### src/rtl/mmt_pkg.sv
package mmt_pkg;

  typedef enum logic [1:0] {
    SP_UNIF = 2'd0,
    SP_INSN = 2'd1,
    SP_DATA = 2'd2,
    SP_NONE = 2'd3
  } mmt_space_e;

  typedef struct packed {
    logic        fault;
    mmt_space_e  space;
    logic [31:0] phys;
    logic [31:0] len;
  } mmt_xlat_t;

  localparam logic [7:0]  TAG_PUNIF = 8'h00;
  localparam logic [7:0]  TAG_PINSN = 8'h01;
  localparam logic [7:0]  TAG_PDATA = 8'h02;
  localparam logic [7:0]  TAG_LDATA = 8'h10;
  localparam logic [7:0]  TAG_LINSN = 8'h11;

  localparam logic [15:0] IMAP_ADDR   = 16'hFF00;
  localparam logic [15:0] DMAP_ADDR   = 16'hFF08;
  localparam logic [15:0] SHADOW_ADDR = 16'hFF04;
  localparam logic [15:0] SHADOW_TGT  = 16'hFF0C;

  localparam logic [31:0] IO_HOLE  = 32'h0000_C000;
  localparam logic [31:0] TEST_WIN = 32'h0000_0800;

  // Cut a count so that inblk + count does not pass size.
  function automatic logic [31:0] clip_len(input logic [31:0] inblk,
                                           input logic [31:0] n,
                                           input logic [31:0] size);
    logic [32:0] end_pos;
    end_pos = {1'b0, inblk} + {1'b0, n};
    return (end_pos > {1'b0, size}) ? (size - inblk) : n;
  endfunction

  function automatic logic [31:0] space_base(input mmt_space_e sp);
    return {6'd0, sp, 24'd0};
  endfunction

  function automatic mmt_xlat_t fault_result();
    mmt_xlat_t r;
    r.fault = 1'b1;
    r.space = SP_NONE;
    r.phys  = '0;
    r.len   = '0;
    return r;
  endfunction

  function automatic mmt_xlat_t ok_result(input mmt_space_e sp,
                                          input logic [31:0] phys,
                                          input logic [31:0] len);
    mmt_xlat_t r;
    r.fault = 1'b0;
    r.space = sp;
    r.phys  = phys;
    r.len   = len;
    return r;
  endfunction

endpackage

### src/rtl/mmt_regbank.sv
module mmt_regbank
  import mmt_pkg::*;
#(
  parameter int NIMAP = 2,
  parameter int NDMAP = 4
) (
  input  logic                   clk,
  input  logic                   rst_n,
  input  logic                   cfg_we,
  input  logic [15:0]            cfg_addr,
  input  logic [15:0]            cfg_wdata,
  output logic [15:0]            cfg_rdata,
  output logic [NIMAP-1:0][15:0] imap,
  output logic [NDMAP-1:0][15:0] dmap
);

  logic [15:0]      eff_addr;
  logic [NIMAP-1:0] imap_sel;
  logic [NDMAP-1:0] dmap_sel;
  logic             any_sel;

  assign eff_addr = (cfg_addr == SHADOW_ADDR) ? SHADOW_TGT : cfg_addr;
  assign any_sel  = |{imap_sel, dmap_sel};

  for (genvar k = 0; k < NIMAP; k++) begin : g_imap
    assign imap_sel[k] = (eff_addr == IMAP_ADDR + 16'(2 * k));
    always_ff @(posedge clk) begin
      if (!rst_n)                    imap[k] <= '0;
      else if (cfg_we && imap_sel[k]) imap[k] <= cfg_wdata;
    end
  end

  for (genvar k = 0; k < NDMAP; k++) begin : g_dmap
    assign dmap_sel[k] = (eff_addr == DMAP_ADDR + 16'(2 * k));
    always_ff @(posedge clk) begin
      if (!rst_n)                    dmap[k] <= '0;
      else if (cfg_we && dmap_sel[k]) dmap[k] <= cfg_wdata;
    end
  end

  always_comb begin
    cfg_rdata = '0;
    for (int k = 0; k < NIMAP; k++)
      if (imap_sel[k]) cfg_rdata = cfg_rdata | imap[k];
    for (int k = 0; k < NDMAP; k++)
      if (dmap_sel[k]) cfg_rdata = cfg_rdata | dmap[k];
  end

  // a write that hits no register leaves the whole bank unchanged
  assert_ignored_write_R10: assert property (@(posedge clk) disable iff (!rst_n)
    (cfg_we && !any_sel) |=> ($stable(imap) && $stable(dmap)));

  if (NDMAP > 2) begin : g_shadow_chk
    // writing the shadow address lands in data map 2
    assert_shadow_alias_R11: assert property (@(posedge clk) disable iff (!rst_n)
      (cfg_we && cfg_addr == SHADOW_ADDR) |=> (dmap[2] == $past(cfg_wdata)));
  end

endmodule

### src/rtl/mmt_dmap_xlate.sv
module mmt_dmap_xlate
  import mmt_pkg::*;
#(
  parameter int NDMAP   = 4,
  parameter int DBLK_LG = 14
) (
  input  logic                   clk,
  input  logic                   rst_n,
  input  logic [31:0]            off,
  input  logic [31:0]            len,
  input  logic [NDMAP-1:0][15:0] dmap,
  output mmt_xlat_t              res
);

  localparam int          IDX_W = (NDMAP > 1) ? $clog2(NDMAP) : 1;
  localparam logic [31:0] DBLK  = 32'(1) << DBLK_LG;
  localparam logic [31:0] DWIN  = DBLK * 32'(NDMAP);

  logic              in_win;
  logic [IDX_W-1:0]  idx;
  logic [31:0]       inblk;
  logic [31:0]       n_clip;
  logic [15:0]       map;
  logic              io_hit;
  logic [1:0]        sub;
  logic [3:0]        page;
  logic [1:0]        code;
  logic [31:0]       seg;

  assign in_win = (off < DWIN);
  assign idx    = IDX_W'(off >> DBLK_LG);
  assign inblk  = off & (DBLK - 32'd1);
  assign n_clip = clip_len(inblk, len, DBLK);
  assign map    = dmap[idx];
  assign io_hit = in_win && (32'(idx) == 32'(NDMAP - 1));
  assign sub    = inblk[13:12];
  assign page   = 4'(map >> (4 * (3 - int'(sub))));
  assign code   = map[13:12];
  assign seg    = {22'd0, map[9:0]};

  always_comb begin
    if (!in_win)
      res = fault_result();
    else if (io_hit)
      res = ok_result(SP_DATA,
                      space_base(SP_DATA) + ({28'd0, page} << 16) + IO_HOLE + inblk,
                      n_clip);
    else begin
      unique case (code)
        2'd0: res = ok_result(SP_UNIF, (seg << DBLK_LG) + inblk, n_clip);
        2'd1: res = ok_result(SP_INSN, space_base(SP_INSN) + (seg << DBLK_LG) + inblk, n_clip);
        2'd2: res = ok_result(SP_DATA, space_base(SP_DATA) + (seg << 16)
                              + (32'(idx) << DBLK_LG) + inblk, n_clip);
        default: res = fault_result();
      endcase
    end
  end

  // the I/O register always lands in the data-space I/O hole
  assert_io_hole_R7: assert property (@(posedge clk) disable iff (!rst_n)
    io_hit |-> (!res.fault && res.space == SP_DATA && res.phys[15:14] == 2'b11));

  // reserved code faults outside the I/O register
  assert_reserved_R6: assert property (@(posedge clk) disable iff (!rst_n)
    (in_win && !io_hit && code == 2'd3) |-> (res.fault && res.len == 32'd0));

endmodule

### src/rtl/mmt_imap_xlate.sv
module mmt_imap_xlate
  import mmt_pkg::*;
#(
  parameter int NIMAP   = 2,
  parameter int IBLK_LG = 17
) (
  input  logic                   clk,
  input  logic                   rst_n,
  input  logic [31:0]            off,
  input  logic [31:0]            len,
  input  logic [NIMAP-1:0][15:0] imap,
  output mmt_xlat_t              res
);

  localparam int          IDX_W = (NIMAP > 1) ? $clog2(NIMAP) : 1;
  localparam logic [31:0] IBLK  = 32'(1) << IBLK_LG;
  localparam logic [31:0] IWIN  = IBLK * 32'(NIMAP);

  logic             in_win;
  logic [IDX_W-1:0] idx;
  logic [31:0]      inblk;
  logic [31:0]      n_clip;
  logic [15:0]      map;
  logic [1:0]       code;
  logic [31:0]      seg;
  logic [31:0]      t_off;
  logic [31:0]      t_len;
  logic             test_hit;
  logic             unused_map;

  assign in_win   = (off < IWIN);
  assign idx      = IDX_W'(off >> IBLK_LG);
  assign inblk    = off & (IBLK - 32'd1);
  assign n_clip   = clip_len(inblk, len, IBLK);
  assign map      = imap[idx];
  assign code     = map[13:12];
  assign seg      = {25'd0, map[6:0]};
  assign t_off    = inblk & (TEST_WIN - 32'd1);
  assign t_len    = clip_len(t_off, n_clip, TEST_WIN);
  assign test_hit = in_win && (code == 2'd3);
  assign unused_map = ^{map[15:14], map[11:7]};

  always_comb begin
    if (!in_win)
      res = fault_result();
    else begin
      unique case (code)
        2'd0: res = ok_result(SP_UNIF, (seg << 17) + inblk, n_clip);
        2'd1: res = ok_result(SP_INSN, space_base(SP_INSN) + (32'(idx) << IBLK_LG) + inblk, n_clip);
        2'd2: res = fault_result();
        default: res = ok_result(SP_INSN, space_base(SP_INSN) + t_off, t_len);
      endcase
    end
  end

  // test mirror stays in the bottom 0x800 bytes and never runs past it
  assert_test_mirror_R9: assert property (@(posedge clk) disable iff (!rst_n)
    test_hit |-> (res.phys[31:11] == 21'h2000 && ({21'd0, res.phys[10:0]} + res.len) <= TEST_WIN));

  // reserved code faults
  assert_imap_reserved_R8: assert property (@(posedge clk) disable iff (!rst_n)
    (in_win && code == 2'd2) |-> res.fault);

endmodule

### src/rtl/mmt_translator.sv
module mmt_translator
  import mmt_pkg::*;
#(
  parameter int NIMAP   = 2,
  parameter int NDMAP   = 4,
  parameter int DBLK_LG = 14,
  parameter int IBLK_LG = 17,
  parameter int SEG_LG  = 16,
  parameter int LEN_W   = 18
) (
  input  logic             clk,
  input  logic             rst_n,
  input  logic             cfg_we,
  input  logic [15:0]      cfg_addr,
  input  logic [15:0]      cfg_wdata,
  output logic [15:0]      cfg_rdata,
  input  logic             req_valid,
  input  logic [31:0]      req_addr,
  input  logic [LEN_W-1:0] req_len,
  output logic             rsp_valid,
  output logic             rsp_fault,
  output logic [1:0]       rsp_space,
  output logic [31:0]      rsp_phys,
  output logic [LEN_W-1:0] rsp_len
);

  localparam logic [31:0] SEG = 32'(1) << SEG_LG;

  logic [NIMAP-1:0][15:0] imap;
  logic [NDMAP-1:0][15:0] dmap;
  logic [7:0]             tag;
  logic [31:0]            off;
  logic [31:0]            len32;
  logic                   tag_known;
  mmt_xlat_t              d_res, i_res, p_res, sel_res;

  assign tag       = req_addr[31:24];
  assign off       = {8'd0, req_addr[23:0]};
  assign len32     = 32'(req_len);
  assign tag_known = (tag == TAG_PUNIF) || (tag == TAG_PINSN) || (tag == TAG_PDATA)
                  || (tag == TAG_LDATA) || (tag == TAG_LINSN);

  mmt_regbank #(.NIMAP(NIMAP), .NDMAP(NDMAP)) u_regs (
    .clk(clk), .rst_n(rst_n), .cfg_we(cfg_we), .cfg_addr(cfg_addr),
    .cfg_wdata(cfg_wdata), .cfg_rdata(cfg_rdata), .imap(imap), .dmap(dmap)
  );

  mmt_dmap_xlate #(.NDMAP(NDMAP), .DBLK_LG(DBLK_LG)) u_dxl (
    .clk(clk), .rst_n(rst_n), .off(off), .len(len32), .dmap(dmap), .res(d_res)
  );

  mmt_imap_xlate #(.NIMAP(NIMAP), .IBLK_LG(IBLK_LG)) u_ixl (
    .clk(clk), .rst_n(rst_n), .off(off), .len(len32), .imap(imap), .res(i_res)
  );

  // Physical pass-through: address kept, count cut at segment end.
  assign p_res = ok_result(mmt_space_e'(tag[1:0]), req_addr,
                           clip_len(off & (SEG - 32'd1), len32, SEG));

  always_comb begin
    unique case (tag)
      TAG_PUNIF, TAG_PINSN, TAG_PDATA: sel_res = p_res;
      TAG_LDATA:                       sel_res = d_res;
      TAG_LINSN:                       sel_res = i_res;
      default:                         sel_res = fault_result();
    endcase
  end

  always_ff @(posedge clk) begin
    if (!rst_n) begin
      rsp_valid <= 1'b0;
      rsp_fault <= 1'b0;
      rsp_space <= SP_NONE;
      rsp_phys  <= '0;
      rsp_len   <= '0;
    end else begin
      rsp_valid <= req_valid;
      if (req_valid) begin
        rsp_fault <= sel_res.fault;
        rsp_space <= sel_res.space;
        rsp_phys  <= sel_res.phys;
        rsp_len   <= LEN_W'(sel_res.len);
      end
    end
  end

  // one response per request, one cycle later
  assert_rsp_timing_R12: assert property (@(posedge clk) disable iff (!rst_n)
    req_valid |=> rsp_valid);
  assert_rsp_idle_R12: assert property (@(posedge clk) disable iff (!rst_n)
    !req_valid |=> !rsp_valid);

  // an unknown tag gives a fault response
  assert_unknown_tag_R1: assert property (@(posedge clk) disable iff (!rst_n)
    (req_valid && !tag_known) |=> (rsp_fault && rsp_space == SP_NONE));

  // every fault carries a zero count
  assert_fault_len_R1: assert property (@(posedge clk) disable iff (!rst_n)
    (rsp_valid && rsp_fault) |-> (rsp_len == '0 && rsp_phys == '0));

  // the count can only shrink
  assert_len_shrinks_R4: assert property (@(posedge clk) disable iff (!rst_n)
    rsp_valid |-> (rsp_len <= $past(req_len)));

endmodule

### config.mk
export PLATFORM = sky130hd
export DESIGN_NAME = mmt_translator
export DESIGN_NICKNAME = d
export VERILOG_FILES = /design/src/rtl/mmt_pkg.sv /design/src/rtl/mmt_regbank.sv /design/src/rtl/mmt_dmap_xlate.sv /design/src/rtl/mmt_imap_xlate.sv /design/src/rtl/mmt_translator.sv
export SDC_FILE = /design/constraint.sdc
export NUM_CORES = 1
export LEC_CHECK = 0
export ABC_AREA = 1
export ABC_CLOCK_PERIOD_IN_PS = 7600
export CAP_MARGIN = 20
export CORE_MARGIN = 5
export CORE_UTILIZATION = 50
export CTS_CLUSTER_SIZE = 12
export DETAILED_ROUTE_END_ITERATION = 10
export PLACE_DENSITY_LB_ADDON = 0.12
export SETUP_SLACK_MARGIN = 0.5
export SYNTH_ARGS = -nofsm -noshare
export SYNTH_HDL_FRONTEND = slang
export SYNTH_SLANG_ARGS = --single-unit
### constraint.sdc
create_clock -name clk -period 7.6 [get_ports clk]
set_input_delay 0.76 -clock clk [delete_from_list [all_inputs] [get_ports clk]]
set_output_delay 0.76 -clock clk [all_outputs]
set_load 0.02 [all_outputs]
==> results.md, run 1 <==
- Status: finished, final reports clean
- Synth Flop Type: dfxtp_1
- ANT nets after route: 0
- Syn_nets: 1776
- Starting density of the core: 50.5%
- CP Data Required Time: 7920 ps
- Cell taking the most area after synthesis: dfxtp_1
- Clock slew at reported path FFs: 70 ps
- Yosys cell types: 57
- Mapped Area: 10600 um2
- Worst VDD drop: 0.154 mV
- Mapped Cells: 1659
- Leakage: 5.21 nW
- Register area: 3000 um2
- Startpoint Class: input pin
- Clk sink count: 150
- Drc violations: 0
- CP Max Fanout: 33
- Global-route usage over all layers: 28.7%
- Pwr dens: 163 nW/um2
- Initial antenna violation count: 0
- Multi-input logic area: 6400 um2
- Number of nets in the layout: 1882
- Synthesized area per cell: 6.38 um2
- Detailed-route via count: 11700
- Min-delay worst type: flop to flop
- Slew @ Worst Pin: 1140 ps
- Sequential area share after synthesis: 28.4%
- Max Slew Vio Count: 0
- Critical Path End Type: flop
- Gpl congestion: 0.958
- Row cnt: 53
- Crit path largest cell delay: 570 ps
- Iter 0 DRT Violations: 931
- Final wirelength: 35.9 mm
- I/O pins: 156
- First-pass GRT wire length: 56.4 mm
- Port Buf Inserts: 155
- Hpwl dp: 25.9 mm
- Max Cap Viol: 0
- Die area: 24200 um2
- Vias/cell: 5.68
- Root buffer cell: clkbuf_16
- Final setup TNS: 0 ps
- Setup Fix Bufs, Post-CTS: 0
- Worst-Skew Late Latency: 440 ps
- Most frequent CP cell: nand2_1
- # fillers: 2035
- Utilization after layout: 61.6%
- Final hold violation count: 0
- Clk buf depth: 2
- YS warnings: 0
- Min Tclk post-route: 6460 ps
- GRT overflow: 0
- Synth top cells by count: nand2_1 (365), nor2_1 (246), inv_1 (219), dfxtp_1 (150), a211oi_1 (113)
- Inserted Clock Buffers: 17
- Largest net degree at the start of global routing: 100
- Core area: 21000 um2
- RSZ-0062 raised after global routing: no
- Fin crit share: 85.0%
- Worst-case clock skew: 11.7 ps
- Post-synth EDFFs: 0
- Worst EP arrival: 6780 ps
- Synth Register Bits: 150
- Total design power: 2.10 mW
- Max H-tree Level: 4
- Slew margin rel.: 24.1%
- Cell with the most instances after synthesis: nand2_1
- ANT cells: 0
- Layout cells sized above 1: 4.95%
- Slowest CP cell: clkdlybuf4s50_1
- Die Y: 155 um
- Main area contributors after synthesis: dfxtp_1 (28%), nand2_1 (13%), nor2_1 (8.7%)
- Drt pass-1 iters: 5
- Vias in the first global route: 11100
- Worst Setup Path Type: input pin to flop
- P&R area growth vs syn: 21.9%
- Die width: 155 um
- Final setup violation count: 0
- TritonCTS clock tree: built
- Max Clk Rate: 155 MHz
- Share of the synthesized area in the top cell type: 28.4%
- WL/cell: 17.5 um
- Post-synth ARST share: 0%
## report_power, final
group          internal (mW)  switching (mW)  total [mW]
clock                  0.472           0.397       0.869
combinational          0.157           0.288       0.445
sequential             0.787        0.000875       0.788
## layout by cell type (no fill, tap or decap), types with 29 or more instances in the layout
| cell | netlist | final |
|---|---|---|
| a21oi_1 | 62 | 62 |
| a211oi_1 | 113 | 113 |
| nand3_1 | 64 | 64 |
| clkdlybuf4s50_1 | 0 | 154 |
| o22ai_1 | 34 | 34 |
| nand2_1 | 365 | 365 |
| ha_1 | 29 | 29 |
| dfxtp_1 | 150 | 150 |
| nor2_1 | 246 | 245 |
| inv_1 | 219 | 218 |
| o21ai_0 | 71 | 71 |
## repair_timing
| action | in CTS | in global routing |
|---|---|---|
| gates resized for setup | 0 | 1 |
| endpoints found under the setup margin | 0 | 10 |
| hold buffers | 0 | 0 |
## sequential cells by signal (all words and copies together) (netlist names)
register	count
rsp_fault	1
rsp_len	18
rsp_phys	32
rsp_space	2
rsp_valid	1
u_regs.dmap	64
u_regs.imap	32
## worst max-delay path: cells and delay by family
family / cells / cell delay (ps)
simple gates: 25 / 2690
compound gates: 6 / 1540
fa+ha+maj: 3 / 960
buf+inv: 4 / 830
## layer usage
metal | wire (um) | track usage [%] | part of all wire [%] | up-vias
met3 | 2320 | 3.98 | 6.5 | 125
met1 | 14400 | 34.0 | 40 | 5221
met5 | 0 | 0 | 0 | -
met4 | 1760 | 15.5 | 4.9 | 0
met2 | 17500 | 49.9 | 49 | 494
li1 | - | - | - | 5811
## area by class of cell
| class | count | share of cell area, % |
|---|---|---|
| Timing Repair Buffer | 165 | 13.0 |
| Inverter | 231 | 6.73 |
| Multi-Input combinational cell | 1200 | 49.6 |
| Sequential cell | 150 | 23.3 |
| Clock buffer | 17 | 3.30 |
| Tap cell | 275 | 2.67 |
| Clock inverter | 15 | 1.40 |
## logic make-up after synthesis
logic type / synth area share [%]
AND/OR/NAND/NOR: 30.0
AO/OA/AOI/OAI: 24.7
buffers and inverters: 11.3
XOR/XNOR: 1.82
adder cells (fa/ha/maj): 3.81
flip-flops: 28.4
## through the flow
stage	cells	instance area (um2)	hold slack (ps)	setup WS (ps)
finish	2053	12900	432	1140
global route	2053	12900	448	536
CTS	2050	12800	433	1120
detailed placement	2018	12200	422	693
global placement	2018	12200	416	823
floorplan	1659	10600	439	1990
## path summary, 6_finish.rpt
kind / cells past startpoint / slack, ps / start / to
setup / recovery: 38 / 1140 / req_addr[0] / rsp_len[11]$_SDFFE_PN0P_
hold / removal: 2 / 430 / rsp_phys[29]$_SDFFE_PN0P_ / rsp_phys[29]$_SDFFE_PN0P_
setup reg to reg: 10 / 5090 / u_regs.imap[29]$_SDFFE_PN0P_ / rsp_len[11]$_SDFFE_PN0P_
hold reg to reg: 2 / 430 / rsp_phys[29]$_SDFFE_PN0P_ / rsp_phys[29]$_SDFFE_PN0P_
No activity file was read; power rests on OpenSTA's default activity.
==> run 2: changes to the inputs <==
--- a/config.mk
+++ b/config.mk
@@ -10,6 +10,7 @@
 export CAP_MARGIN = 20
 export CORE_MARGIN = 5
 export CORE_UTILIZATION = 50
+export CTS_BUF_LIST = sky130_fd_sc_hd__clkbuf_4
 export CTS_CLUSTER_SIZE = 12
 export DETAILED_ROUTE_END_ITERATION = 10
 export PLACE_DENSITY_LB_ADDON = 0.12
==> run 2 against run 1 <==
Against the previous run:
- sequential power about the same
- first-iteration DRC count increased by 0.75%
- design area decreased by 2.5%
- die area unchanged
- critical endpoint unchanged
==> results.md, run 2 (synthesis results as in run 1) <==
- Max Clk Rate: 157 MHz
- Startpoint Class: input pin
- Buf/Inv on CP: 3
- Iter 0 DRT Violations: 938
- Total design power: 1.77 mW
- Hpwl dp: 25.9 mm
- Final setup TNS: 0 ps
- Max H-tree Level: 4
- Final setup violation count: 0
- CP Max Fanout: 33
- Most frequent CP cell: nand2_1
- Inserted Clock Buffers: 17
- Number of nets in the layout: 1882
- CP Data Required Time: 8060 ps
- P&R area growth vs syn: 18.9%
- Initial antenna violation count: 1
- Drc violations: 0
- Detailed-route via count: 11600
- Row cnt: 53
- Largest net degree at the start of global routing: 100
- Worst EP arrival: 6850 ps
- Min-delay worst type: flop to flop
- Leakage: 5.07 nW
- Setup Fix Bufs, Post-CTS: 0
- TritonCTS clock tree: built
- Worst-Skew Late Latency: 580 ps
- Slowest CP cell: clkdlybuf4s50_1
- Drt pass-1 iters: 5
- Status: finished, final reports clean
- Vias/cell: 5.66
- Worst-case clock skew: 30.8 ps
- Worst VDD drop: 0.0957 mV
- Clk sink count: 150
- Delay-heaviest family, CP: simple AND/OR/NAND/NOR gates
- Vias in the first global route: 10900
- Die area: 24200 um2
- Core area: 21000 um2
- RSZ-0062 raised after global routing: no
- Final hold violation count: 0
- PostCTS Resize Cnt: 0
- Starting density of the core: 50.5%
- GRT overflow: 0
- Die Y: 155 um
- Max Slew Vio Count: 0
- Largest register by flop count: u_regs.dmap
- Fin crit share: 84.1%
- Min Tclk post-route: 6390 ps
- Clk buf depth: 2
- Most frequent cells in the layout: nand2_1 (365), nor2_1 (245), inv_1 (218), clkdlybuf4s50_1 (154), dfxtp_1 (150)
- Pwr dens: 141 nW/um2
- Global-route usage over all layers: 28.5%
- Slew margin rel.: 24.3%
- Clock slew at reported path FFs: 150 ps
- Final wirelength: 35.5 mm
- WL/cell: 17.3 um
- Layout cells sized above 1: 4.95%
- Root buffer cell: clkbuf_4
- Max Cap Viol: 0
- # hold bufs at CTS: 0
- Crit path largest cell delay: 570 ps
- Worst Setup Path Type: input pin to flop
- Die width: 155 um
- Slew @ Worst Pin: 1130 ps
- Gpl congestion: 0.958
- Max FFs per register: 64
- Critical Path End Type: flop
- First-pass GRT wire length: 56.1 mm
- I/O pins: 156
- Commonest non-fill, non-tap cell in the layout: nand2_1
- Port Buf Inserts: 155
- Largest registers: u_regs.dmap (64), rsp_phys (32), u_regs.imap (32)
- ANT nets after route: 0
## run 2: where the power goes
group          internal [mW]  leakage (nW)  switching (mW)
Clock                  0.183         0.164           0.358
Sequential             0.789          1.21        0.000850
Combinational          0.156          3.69           0.287
Total                   1.13          5.07           0.646
## run 2: area by class of cell
| class | count | area, um2 |
|---|---|---|
| repair buffers | 165 | 1670 |
| clock inverters | 15 | 180 |
| clock buffers | 17 | 128 |
| inverters | 231 | 868 |
| fillers | 2097 | 8370 |
| flip-flops and latches | 150 | 3000 |
| well taps | 275 | 344 |
| diodes | 1 | 2.50 |
| multi-input cells | 1200 | 6390 |
## run 2: final timing paths
kind / startpoint / endpoint / slack (ps) / cells past startpoint
worst max-delay path: req_addr[0] / rsp_len[11]$_SDFFE_PN0P_ / 1210 / 40
worst min-delay path: rsp_phys[31]$_SDFFE_PN0P_ / rsp_phys[31]$_SDFFE_PN0P_ / 440 / 2
worst max register to register: u_regs.imap[29]$_SDFFE_PN0P_ / rsp_len[11]$_SDFFE_PN0P_ / 5090 / 10
worst min register to register: rsp_phys[31]$_SDFFE_PN0P_ / rsp_phys[31]$_SDFFE_PN0P_ / 440 / 2
## run 2: per-stage QoR
stage,hold WS [ps],setup slack (ps),std cells,area (um2),util [%]
floorplan,439,1990,1659,10600,-
global placement,416,823,2018,12200,58.2
detailed placement,422,693,2018,12200,58.2
CTS,443,1280,2050,12500,59.7
global route,459,620,2054,12600,60.0
finish,443,1210,2054,12600,60.0
## run 2: worst register-to-register path: cells and delay by family, from the launching register on
family	cells	cell delay, ps
compound gates	1	440
buf+inv	1	370
flops	1	380
simple gates	8	1290
## run 2: routing by layer
| layer | GRT usage, % | up-vias | part of all wire (%) |
|---|---|---|---|
| met5 | 0 | - | 0 |
| met4 | 14.6 | 0 | 5.0 |
| met3 | 3.84 | 118 | 6.3 |
| met2 | 49.7 | 476 | 48 |
| met1 | 34.1 | 5228 | 41 |
| li1 | - | 5804 | - |
==> run 3: changes to the inputs <==
--- a/config.mk
+++ b/config.mk
@@ -6,7 +6,7 @@
 export NUM_CORES = 1
 export LEC_CHECK = 0
 export ABC_AREA = 1
-export ABC_CLOCK_PERIOD_IN_PS = 7600
+export ABC_CLOCK_PERIOD_IN_PS = 6600
 export CAP_MARGIN = 20
 export CORE_MARGIN = 5
 export CORE_UTILIZATION = 50
==> constraint.sdc (replaced) <==
create_clock -name clk -period 6.6 [get_ports clk]
set_input_delay 0.66 -clock clk [delete_from_list [all_inputs] [get_ports clk]]
set_output_delay 0.66 -clock clk [all_outputs]
set_load 0.02 [all_outputs]
==> run 3 against run 2 <==
Against the previous run:
- sequential share of layout area fell by 0.65 points
- clock power rose by 15%
- combinational power rose by 25%
- power rose by 18%
- largest power group unchanged
==> results.md, run 3 (synthesis results as in run 1) <==
- Status: finished, final reports clean
- CP Data Required Time: 7140 ps
- Final setup TNS: 0 ps
- Commonest non-fill, non-tap cell in the layout: nand2_1
- Delay-heaviest family, CP: simple AND/OR/NAND/NOR gates
- Row cnt: 53
- Pwr dens: 161 nW/um2
- Detailed-route via count: 11800
- Hpwl dp: 25.8 mm
- Max Cap Viol: 0
- I/O pins: 156
- CP Max Fanout: 11
- Clock slew at reported path FFs: 170 ps
- Final setup violation count: 0
- FF-to-FF Start: u_regs.imap[29]$_SDFFE_PN0P_
- Vias/cell: 5.69
- Min Tclk post-route: 5740 ps
- Die Y: 155 um
- Root buffer cell: clkbuf_4
- Buf/Inv on CP: 6
- RR Endpoint: rsp_len[7]$_SDFFE_PN0P_
- Slew @ Worst Pin: 1150 ps
- Min-delay worst type: flop to flop
- Drc violations: 0
- GRT overflow: 0
- Core area: 21000 um2
- Crit path largest cell delay: 550 ps
- ANT nets after route: 0
- Worst Setup Path Type: input pin to flop
- Final cell count without fillers: 2079
- Max Slew Vio Count: 0
- Final hold violation count: 0
- Max FFs per register: 64
- Largest register by flop count: u_regs.dmap
- Total design power: 2.09 mW
- Clk buf depth: 2
- Starting density of the core: 50.5%
- Gpl congestion: 0.954
- Max H-tree Level: 4
- TritonCTS clock tree: built
- Initial antenna violation count: 0
- Crit. Startpoint: req_addr[0]
- Iter 0 DRT Violations: 1016
- Most frequent CP cell: nand2_1
- # hold bufs at CTS: 0
- Die area: 24200 um2
- Final wirelength: 36.2 mm
- Largest registers: u_regs.dmap (64), rsp_phys (32), u_regs.imap (32)
- Drt pass-1 iters: 6
- Global-route usage over all layers: 28.5%
- Worst EP arrival: 6280 ps
- Clk sink count: 150
- CP Depth: 41
- Leakage: 5.22 nW
- Worst-Skew Late Latency: 580 ps
- Die width: 155 um
- Fin Hold WS: 444 ps
- Port Buf Inserts: 155
- Slowest CP cell: clkdlybuf4s50_1
- Inserted Clock Buffers: 17
- Vias in the first global route: 10900
- Most frequent cells in the layout: nand2_1 (365), nor2_1 (244), inv_1 (218), clkdlybuf4s50_1 (154), dfxtp_1 (150)
- Layout cells sized above 1: 6.43%
- Worst-case clock skew: 34.8 ps
- ANT cells: 0
- Critical Path End Type: flop
- Worst R2R Path Depth: 10
- Number of nets in the layout: 1908
- Worst setup path endpoint: rsp_len[17]$_SDFFE_PN0P_
- Worst VDD drop: 0.119 mV
- WL/cell: 17.4 um
- P&R area growth vs syn: 22.3%
- R2R Setup Slk: 3930 ps
- Slew margin rel.: 23.2%
- Max Clk Rate: 174 MHz
- RSZ-0062 raised after global routing: no
- Fin crit share: 87.0%
- Startpoint Class: input pin
- Largest net degree at the start of global routing: 103
- Post-Place Cells: 2031
- First-pass GRT wire length: 55.8 mm
==> run 3: cell count changes in the layout (fill, tap and decap cells not counted), moves of 2 or more <==
cell      before  now
buf_12         0    3
buf_16         2    5
buf_4          7   24
clkinv_8       3    6
inv_12         0    2
nand3_4        2    5
o21ai_0       71   68
o21ai_1        3    6
==> run 3: worst min-delay path by stage <==
stage | startpoint | end | cells after the start
2_1_floorplan | u_regs.imap[10]$_SDFFE_PN0P_ | u_regs.imap[10]$_SDFFE_PN0P_ | 2
3_3_place_gp | rsp_phys[27]$_SDFFE_PN0P_ | rsp_phys[27]$_SDFFE_PN0P_ | 2
3_5_place_dp | rsp_phys[30]$_SDFFE_PN0P_ | rsp_phys[30]$_SDFFE_PN0P_ | 2
4_1_cts | rsp_phys[30]$_SDFFE_PN0P_ | rsp_phys[30]$_SDFFE_PN0P_ | 2
5_1_grt | rsp_len[1]$_SDFFE_PN0P_ | rsp_len[1]$_SDFFE_PN0P_ | 2
6_report | rsp_phys[30]$_SDFFE_PN0P_ | rsp_phys[30]$_SDFFE_PN0P_ | 2
==> run 3: worst min-delay path, delay by kind of cell, from the launching register on <==
kind	cells	cell delay, ps
flip-flops	1	340
AND/OR/NAND/NOR	2	80
==> run 3: what timing repair did <==
item	4_1_cts	5_1_grt
hold endpoints to repair	0	0
buffers inserted	0	7
setup endpoints to repair	0	13
resized for setup	0	9
==> run 3: where the power goes <==
| part | internal, mW | switching, mW |
|---|---|---|
| clock network | 0.188 | 0.431 |
| registers | 0.908 | 0.000961 |
| logic | 0.207 | 0.350 |
==> run 3: layer usage <==
metal  vias up  wire (um)  GRT usage, %
met2       504      17600          49.4
met3       103       2460          4.59
met5         -          0             0
met1      5350      14700          35.1
li1       5879          -             -
met4         0       1370          11.7
==> run 3: final cells by class <==
type                            count  area (um2)
Fill cell                        2014        8020
Clock inverter                     15         199
Clock buffer                       17         128
Multi-Input combinational cell   1204        6470
Sequential cell                   150        3000
Inverter                          231         868
Timing Repair Buffer              187        1920
Tap cell                          275         344
==> run 3: through the flow <==
stage	cell area [um2]	util, %	setup slack (ps)
after global routing	12900	61.7	422
final	12900	61.7	860
after CTS	12600	60.3	719
after global placement	12300	58.7	247
after floorplan	10600	-	1090
after detailed placement	12300	58.7	88.7
